## src/rtl/can_txbuf_pkg.sv

```systemverilog
package can_txbuf_pkg;

    localparam int unsigned CODE_W   = 4;
    localparam int unsigned BUSY_BIT = 0;

    typedef logic [CODE_W-1:0] code_t;

    localparam code_t CODE_IDLE      = 4'b1000;
    localparam code_t CODE_ONCE      = 4'b1100;
    localparam code_t CODE_WAIT_RMT  = 4'b1010;
    localparam code_t CODE_ONCE_WAIT = 4'b1110;
    localparam code_t CODE_RX_RDY    = 4'b0010;

    localparam code_t BUSY_MASK = code_t'(1) << BUSY_BIT;

    typedef struct packed {
        code_t status;
    } buf_state_t;

    function automatic code_t busy_form(input code_t c);
        return c | BUSY_MASK;
    endfunction

    function automatic code_t cmd_form(input code_t c);
        return c & ~BUSY_MASK;
    endfunction

endpackage

```

## src/rtl/txbuf_req_decode.sv

```systemverilog
module txbuf_req_decode
    import can_txbuf_pkg::*;
(
    input  code_t status,
    output logic  busy,
    output logic  req
);
    always_comb begin
        busy = status[BUSY_BIT];
        req  = (status == CODE_ONCE) || (status == CODE_ONCE_WAIT);
    end
endmodule

```

## src/rtl/txbuf_cmd_filter.sv

```systemverilog
module txbuf_cmd_filter
    import can_txbuf_pkg::*;
(
    input  logic  wr_en,
    input  code_t wr_status,
    input  logic  busy,
    output logic  wr_accept
);
    // A write is taken only in a stable state and only for a command form.
    always_comb begin
        wr_accept = wr_en && !busy && !wr_status[BUSY_BIT];
    end
endmodule

```

## src/rtl/txbuf_next_state.sv

```systemverilog
module txbuf_next_state
    import can_txbuf_pkg::*;
(
    input  code_t cur,
    input  logic  busy,
    input  logic  req,
    input  logic  wr_accept,
    input  code_t wr_status,
    input  logic  grant,
    input  logic  tx_ok,
    input  logic  tx_remote,
    input  logic  tx_fail,
    input  logic  rtr_match,
    output code_t nxt
);
    always_comb begin
        nxt = cur;
        if (busy) begin
            if (tx_ok) begin
                if (cur == busy_form(CODE_ONCE_WAIT)) begin
                    nxt = CODE_WAIT_RMT;
                end else if (tx_remote) begin
                    nxt = CODE_RX_RDY;
                end else begin
                    nxt = CODE_IDLE;
                end
            end else if (tx_fail) begin
                nxt = cmd_form(cur);
            end
        end else if (wr_accept) begin
            nxt = wr_status;
        end else if (req && grant) begin
            nxt = busy_form(cur);
        end else if (rtr_match && (cur == CODE_WAIT_RMT)) begin
            nxt = CODE_ONCE_WAIT;
        end
    end
endmodule

```

## src/rtl/can_txbuf_status.sv

```systemverilog
module can_txbuf_status
    import can_txbuf_pkg::*;
(
    input  logic              clk,
    input  logic              rst_n,
    input  logic              wr_en,
    input  logic [CODE_W-1:0] wr_status,
    input  logic              sched_grant,
    input  logic              tx_ok,
    input  logic              tx_remote,
    input  logic              tx_fail,
    input  logic              rtr_match,
    output logic [CODE_W-1:0] status,
    output logic              tx_req
);
    buf_state_t state_d, state_q;
    logic       busy;
    logic       req;
    logic       wr_accept;
    code_t      nxt_status;

    txbuf_req_decode u_decode (
        .status (state_q.status),
        .busy   (busy),
        .req    (req)
    );

    txbuf_cmd_filter u_filter (
        .wr_en     (wr_en),
        .wr_status (wr_status),
        .busy      (busy),
        .wr_accept (wr_accept)
    );

    txbuf_next_state u_next (
        .cur       (state_q.status),
        .busy      (busy),
        .req       (req),
        .wr_accept (wr_accept),
        .wr_status (wr_status),
        .grant     (sched_grant),
        .tx_ok     (tx_ok),
        .tx_remote (tx_remote),
        .tx_fail   (tx_fail),
        .rtr_match (rtr_match),
        .nxt       (nxt_status)
    );

    always_comb begin
        state_d        = state_q;
        state_d.status = nxt_status;
    end

    always_ff @(posedge clk or negedge rst_n) begin
        if (!rst_n) begin
            state_q.status <= CODE_IDLE;
        end else begin
            state_q <= state_d;
        end
    end

    assign status = state_q.status;
    assign tx_req = req;
endmodule

```

## config.mk

```make
export PLATFORM = sky130hd
export DESIGN_NAME = can_txbuf_status
export DESIGN_NICKNAME = d
export VERILOG_FILES = /design/src/rtl/can_txbuf_pkg.sv /design/src/rtl/txbuf_req_decode.sv /design/src/rtl/txbuf_cmd_filter.sv /design/src/rtl/txbuf_next_state.sv /design/src/rtl/can_txbuf_status.sv
export SDC_FILE = /design/constraint.sdc
export NUM_CORES = 1
export LEC_CHECK = 0
export BUFFER_PORTS_ARGS = -buffer_cell sky130_fd_sc_hd__buf_2
export CELL_PAD_IN_SITES_DETAIL_PLACEMENT = 0
export CELL_PAD_IN_SITES_GLOBAL_PLACEMENT = 2
export CORE_AREA = 2 2 41 43
export DETAILED_ROUTE_END_ITERATION = 8
export DIE_AREA = 0 0 43 45
export MAX_ROUTING_LAYER = met4
export PLACE_DENSITY = 0.7
export SYNTH_ARGS = -nofsm -noshare
export SYNTH_HDL_FRONTEND = slang
export SYNTH_SLANG_ARGS = --single-unit
```

## constraint.sdc

```tcl
create_clock -name clk -period 1.4 [get_ports clk]
set_input_delay 0.21 -clock clk [delete_from_list [all_inputs] [get_ports clk]]
set_output_delay 0.21 -clock clk [all_outputs]
set_load 0.01 [all_outputs]
```

== Word-level counts from Yosys, hierarchy flattened ==
Cells that the tools add are included.
Cells by class
  reductions and logical operators: 9
  equal/unequal tests: 6
  multiplexer cells: 8
Operators by type and width (count)
  $mux 4: 7
  $eq 4x4->1 const B: 4
  $logic_and 1x1->1: 4
  $ne 3x3->1 const B: 1
  $reduce_and 3->1: 1
  $reduce_bool 3->1: 1
  $logic_not 1->1: 2
  $ne 2x2->1 const B: 1
  $logic_or 1x1->1: 1
  $mux 1: 1
Word-level totals
  input port bits: 12
  logic and storage cells: 25
  flip-flop bits (word level): 4
  output and inout port bits: 5

== Longest topological paths before layout ==
  word-level depth: 6
  depth in mapped cells: 4
  depth with buffers taken out: 4

== Modules after synthesis ==
A second synthesis with hierarchy kept.
Unflattened totals
  cells, all modules: 27
  area, all modules: 249.0 um^2
Modules (own cells, without submodules)
  txbuf_next_state: instances 1, area each 118.9 um^2, sequential area each 0.0 um^2, cells each 20
  can_txbuf_status: instances 1, area each 101.3 um^2, sequential area each 101.3 um^2, cells each 4
  txbuf_req_decode: instances 1, area each 16.3 um^2, sequential area each 0.0 um^2, cells each 2
  txbuf_cmd_filter: instances 1, area each 12.5 um^2, sequential area each 0.0 um^2, cells each 1

== Worst setup path before layout ==
No wires, ideal clock.
  path type: register to register
  from: register status[2] (netlist name)
  to: register status[2] (netlist name)
  stages on the path, launching flop included: 5
  clock period less this slack: 1.250 ns
  buffers on the path: 0
  setup time: 0.125 ns
  required time: 1.275 ns
  slack: 0.150 ns
  arrival: 1.125 ns
  cells stage by stage: dfrtp_1 nand4b_1 nand2_1 o21ai_2 mux2_2
On the way
  longest elaborated chain between the ends: 5
  elaborated cells between the ends (all ways): 13
  those cells by class: 5 x eq/ne; 3 x mux; 5 x reduce/logical
RTL lines
  $eq 4x4->1: RTL line txbuf_req_decode.sv:10  | req = (status == CODE_ONCE) || (status == CODE_ONCE_WAIT);
  $logic_or 1x1->1: RTL line txbuf_req_decode.sv:10
  $logic_and 1x1->1: RTL line txbuf_next_state.sv:32  | end else if (req && grant) begin
  $ne 3x3->1 (no source line)
  $reduce_and 3->1 (no source line)
Parallel ways exist; a longest one is shown, timed or not. The select of a mux whose other input is x is not followed.
A chain may end at the register's enable or synchronous reset.

== Worst setup path after layout ==
  from: register status[3] (netlist name)
  to: output port tx_req
On the way
  longest elaborated chain between the ends: 2
  elaborated cells between the ends (all ways): 3
  those cells by class: 2 x eq/ne; 1 x reduce/logical
RTL lines
  $eq 4x4->1: RTL line txbuf_req_decode.sv:10
  $logic_or 1x1->1 (*): RTL line txbuf_req_decode.sv:10
  to (decl): RTL line can_txbuf_status.sv:14  | output logic tx_req
Every way passes the cells marked *; elsewhere a longest branch is shown, timed or not.

==> Implementation_results.wiki <==
{| class="wikitable"
! Metric !! Value
|-
| Setup TNS || 0 ns
|-
| Starting density of the core || 17.7%
|-
| Cell type with the highest aggregate area in the netlist || dfrtp_1
|-
| WL final || 640 um
|-
| Die area || around 1900 um2
|-
| Pwr/cell area || 1880 nW/um2
|-
| Synthesis warning total || 0
|-
| Count of inserted antenna diode cells || 0
|-
| Status || finished, final reports clean
|-
| Number of post-CTS setup repair buffers || 0
|-
| Top fanout value on the critical path || 7
|-
| Highest attainable clock frequency || 758 MHz
|-
| Core box area || 1470 um2
|-
| Post-CTS clock slew at the launch and capture registers of the worst setup and hold paths || 0.04 ns
|-
| Area share of the largest cell type after synthesis || 28.8%
|-
| Pin count of the biggest net entering global routing || 8
|-
| TritonCTS Sinks || 4
|-
| Total setup violations reported at the end of the flow || 0
|-
| Syn Std Cell Area || 260 um2
|-
| Type of element launching the critical path || flop
|-
| Fillcell total || 174
|-
| Die extent in x || approximately 43 um
|-
| Time the worst path needs with I/O delays and setup || 1.32 ns
|-
| Clock Skews || 0.00603 ns
|-
| Root buf cell || clkbuf_4
|-
| Max-cap violations || 0
|-
| Standard-cell rows || 14
|-
| Crit path arrival time || 1.11 ns
|-
| Post-synthesis cell count || 28
|-
| Number of H-tree levels || 1
|-
| Most flop-heavy register || status
|-
| Worst setup path category || reg -> out
|-
| Slew of the pin with the lowest slew margin || 0.229 ns
|-
| Final hold violation count || 0
|-
| Detail-routed via count per cell || 4.17
|-
| Number of buffers created by CTS || 3
|-
| Top Registers || status x4
|-
| Final weighted congestion in routability-driven placement || 0.703
|-
| Remaining max-slew budget at the tightest pin || 84.7%
|-
| DR WL/cell || 10.0 um
|-
| Number of global-route vias before repair || 240
|-
| Slew Limit Fails || 0
|-
| Share of cells above drive strength 1 || 56.3%
|-
| Critical path cell sequence || nand2_2, nor2_2, buf_2
|-
| Flip-flop count of the largest register, all copies and words added || 4
|-
| Crit path setup slack, layout || roughly 0.08 ns
|-
| Biggest area contributors in the synthesized netlist || dfrtp_1, dfstp_2, mux2_2
|-
| Synthesis-to-finish area growth || 51.4%
|-
| Fin crit share || 94.2%
|-
| Number of detailed-route iterations in the first pass || 1
|-
| Layout net count || 61
|-
| Setup repair after global routing missed its margin || no
|-
| Vertical die dimension || 45 um
|-
| Worst IR Drop VDD || 0.684 mV
|-
| Synth Net Count || 40
|-
| Total gr overflow || 0
|-
| Number of vias after detailed routing || 267
|-
| IO Port Bufs || 16
|-
| Setup WS pre-CTS || 0.107 ns
|-
| Data required time at the worst endpoint || ~1.2 ns
|-
| Final routed DRC violation total || 0
|-
| Worst reg2reg startpoint || status[2]
|-
| Origin of the worst setup path || status[3]
|-
| Peak per-stage delay on the critical path || 0.58 ns
|-
| Hold WS || 0.188 ns
|-
| Kind of path behind the tightest hold check || in -> reg
|-
| Clock latency of the later-clocked register in the worst-skew pair || between 0.2 and 0.25 ns
|-
| Initial antenna violation count || 0
|-
| Total half-perimeter wirelength after legalization and detailed placement || 544 um
|-
| Post-synthesis sequential area ratio || about two fifths
|-
| DR iter-0 viols || 0
|-
| Global-route total usage across every layer || 7.04%
|-
| Global-route wire length before repair || 931 um
|-
| Synth cell types || 17
|-
| Register bit total from synthesis || 4
|-
| Final antenna-violating net count || 0
|-
| Master of the slowest instance on the critical path || dfstp_2
|-
| End-of-flow core utilization || 26.8%
|-
| Leak || 0.191 nW
|-
| Hold Crit Start || tx_fail
|-
| Average size of a mapped cell || 9.29 um2
|-
| Kind of capture point of the worst setup path || output pin
|-
| Total power consumption of the routed design || 0.000741 W
|-
| Clock buffer depth || 2
|-
| Top Ports || 17
|-
| TritonCTS clock tree || done
|}
[final timing paths]
check	cells after the start	end	slack, ns
min reg2reg	1	status[1]	0.58
min	2	status[0]	0.19
max in group asynchronous	2	status[3]	0.88
max	3	tx_req	0.08
min in group asynchronous	2	status[2]	0.31
max reg2reg	4	status[2]	0.10
[kinds of logic after synthesis]
| kind of cell | after synthesis | synth area share, % |
|---|---|---|
| AOI/OAI and AO/OA | 7 | 19.2 |
| and+or+nand+nor | 12 | 24.5 |
| muxes | 3 | 13.0 |
| DFF | 4 | 38.9 |
| buffers and inverters | 2 | 4.33 |
[synthesized netlist by cell type]
| cell type | instances |
|---|---|
| mux2_1 | 1 |
| dfrtp_1 | 3 |
| nand2_1 | 3 |
| nand4b_1 | 1 |
| nand2b_4 | 1 |
| nand2b_1 | 1 |
| o22ai_1 | 2 |
| o21ai_0 | 1 |
| o21ai_2 | 1 |
| a31oi_1 | 2 |
| buf_4 | 1 |
| mux2_2 | 2 |
| nor2_1 | 5 |
| nand3_1 | 1 |
| a41o_2 | 1 |
| inv_1 | 1 |
| dfstp_2 | 1 |
[per-stage QoR]
step                      std cells  instance area [um2]
final                            64                  394
after global routing             64                  394
after CTS                        64                  389
after floorplan                  28                  260
after global placement           59                  353
after detailed placement         59                  353
[placed cells by master (no fill, tap or decap)]
cell / netlist / final
o21ai_0: 1 / 1
a31oi_1: 2 / 2
o22ai_1: 2 / 2
clkbuf_1: 0 / 1
o21ai_2: 1 / 1
nor2_2: 0 / 1
mux2_2: 2 / 2
mux2_1: 1 / 1
dfrtp_1: 3 / 3
nor2_1: 5 / 4
nand4b_1: 1 / 1
a41o_2: 1 / 1
dfstp_2: 1 / 1
dlygate4sd3_1: 0 / 1
nand3_1: 1 / 1
nand2_2: 0 / 1
nand2_1: 3 / 2
buf_2: 0 / 16
nand2b_4: 1 / 1
nand2b_1: 1 / 1
clkbuf_4: 0 / 3
inv_1: 1 / 1
[what timing repair did]
| action | 4_1_cts | 5_1_grt |
|---|---|---|
| gates resized for setup | 0 | 2 |
| hold endpoints to repair | 4 | 0 |
| hold buffers | 1 | 0 |
| endpoints found under the setup margin | 0 | 1 |
[where the power goes]
group	switching (W)	leakage (nW)	internal, W
Clock	0.0000479	0.0150	0.000107
Combinational	0.000148	0.131	0.000174
Sequential	0.0000856	0.0452	0.000179
Total	0.000282	0.191	0.000460
[layer usage]
metal / vias up / share of wire, % / routed length, um / global-route usage (%)
met5: - / 0 / 0 / -
met2: 11 / 45 / 286 / 9.09
met1: 112 / 48 / 304 / 8.15
met4: 0 / 0 / 0 / 7.27
li1: 144 / - / - / -
met3: 0 / 7.7 / 49 / 2.40
[worst max-delay path: cells and delay by family (launching register included)]
kind          cells  cell delay [ns]
flops             1             0.58
simple gates      2             0.16
buf+inv           1             0.14
[layout make-up]
| class | count | area, um2 | share of cell area, % |
|---|---|---|---|
| well taps | 16 | 20.0 | 5.08 |
| inverters | 1 | 3.75 | 0.952 |
| multi-input cells | 22 | 153 | 38.7 |
| repair buffers | 17 | 90.1 | 22.9 |
| flip-flops and latches | 4 | 101 | 25.7 |
| clock buffers | 4 | 26.3 | 6.67 |
No activity file was read; power rests on OpenSTA's default activity.
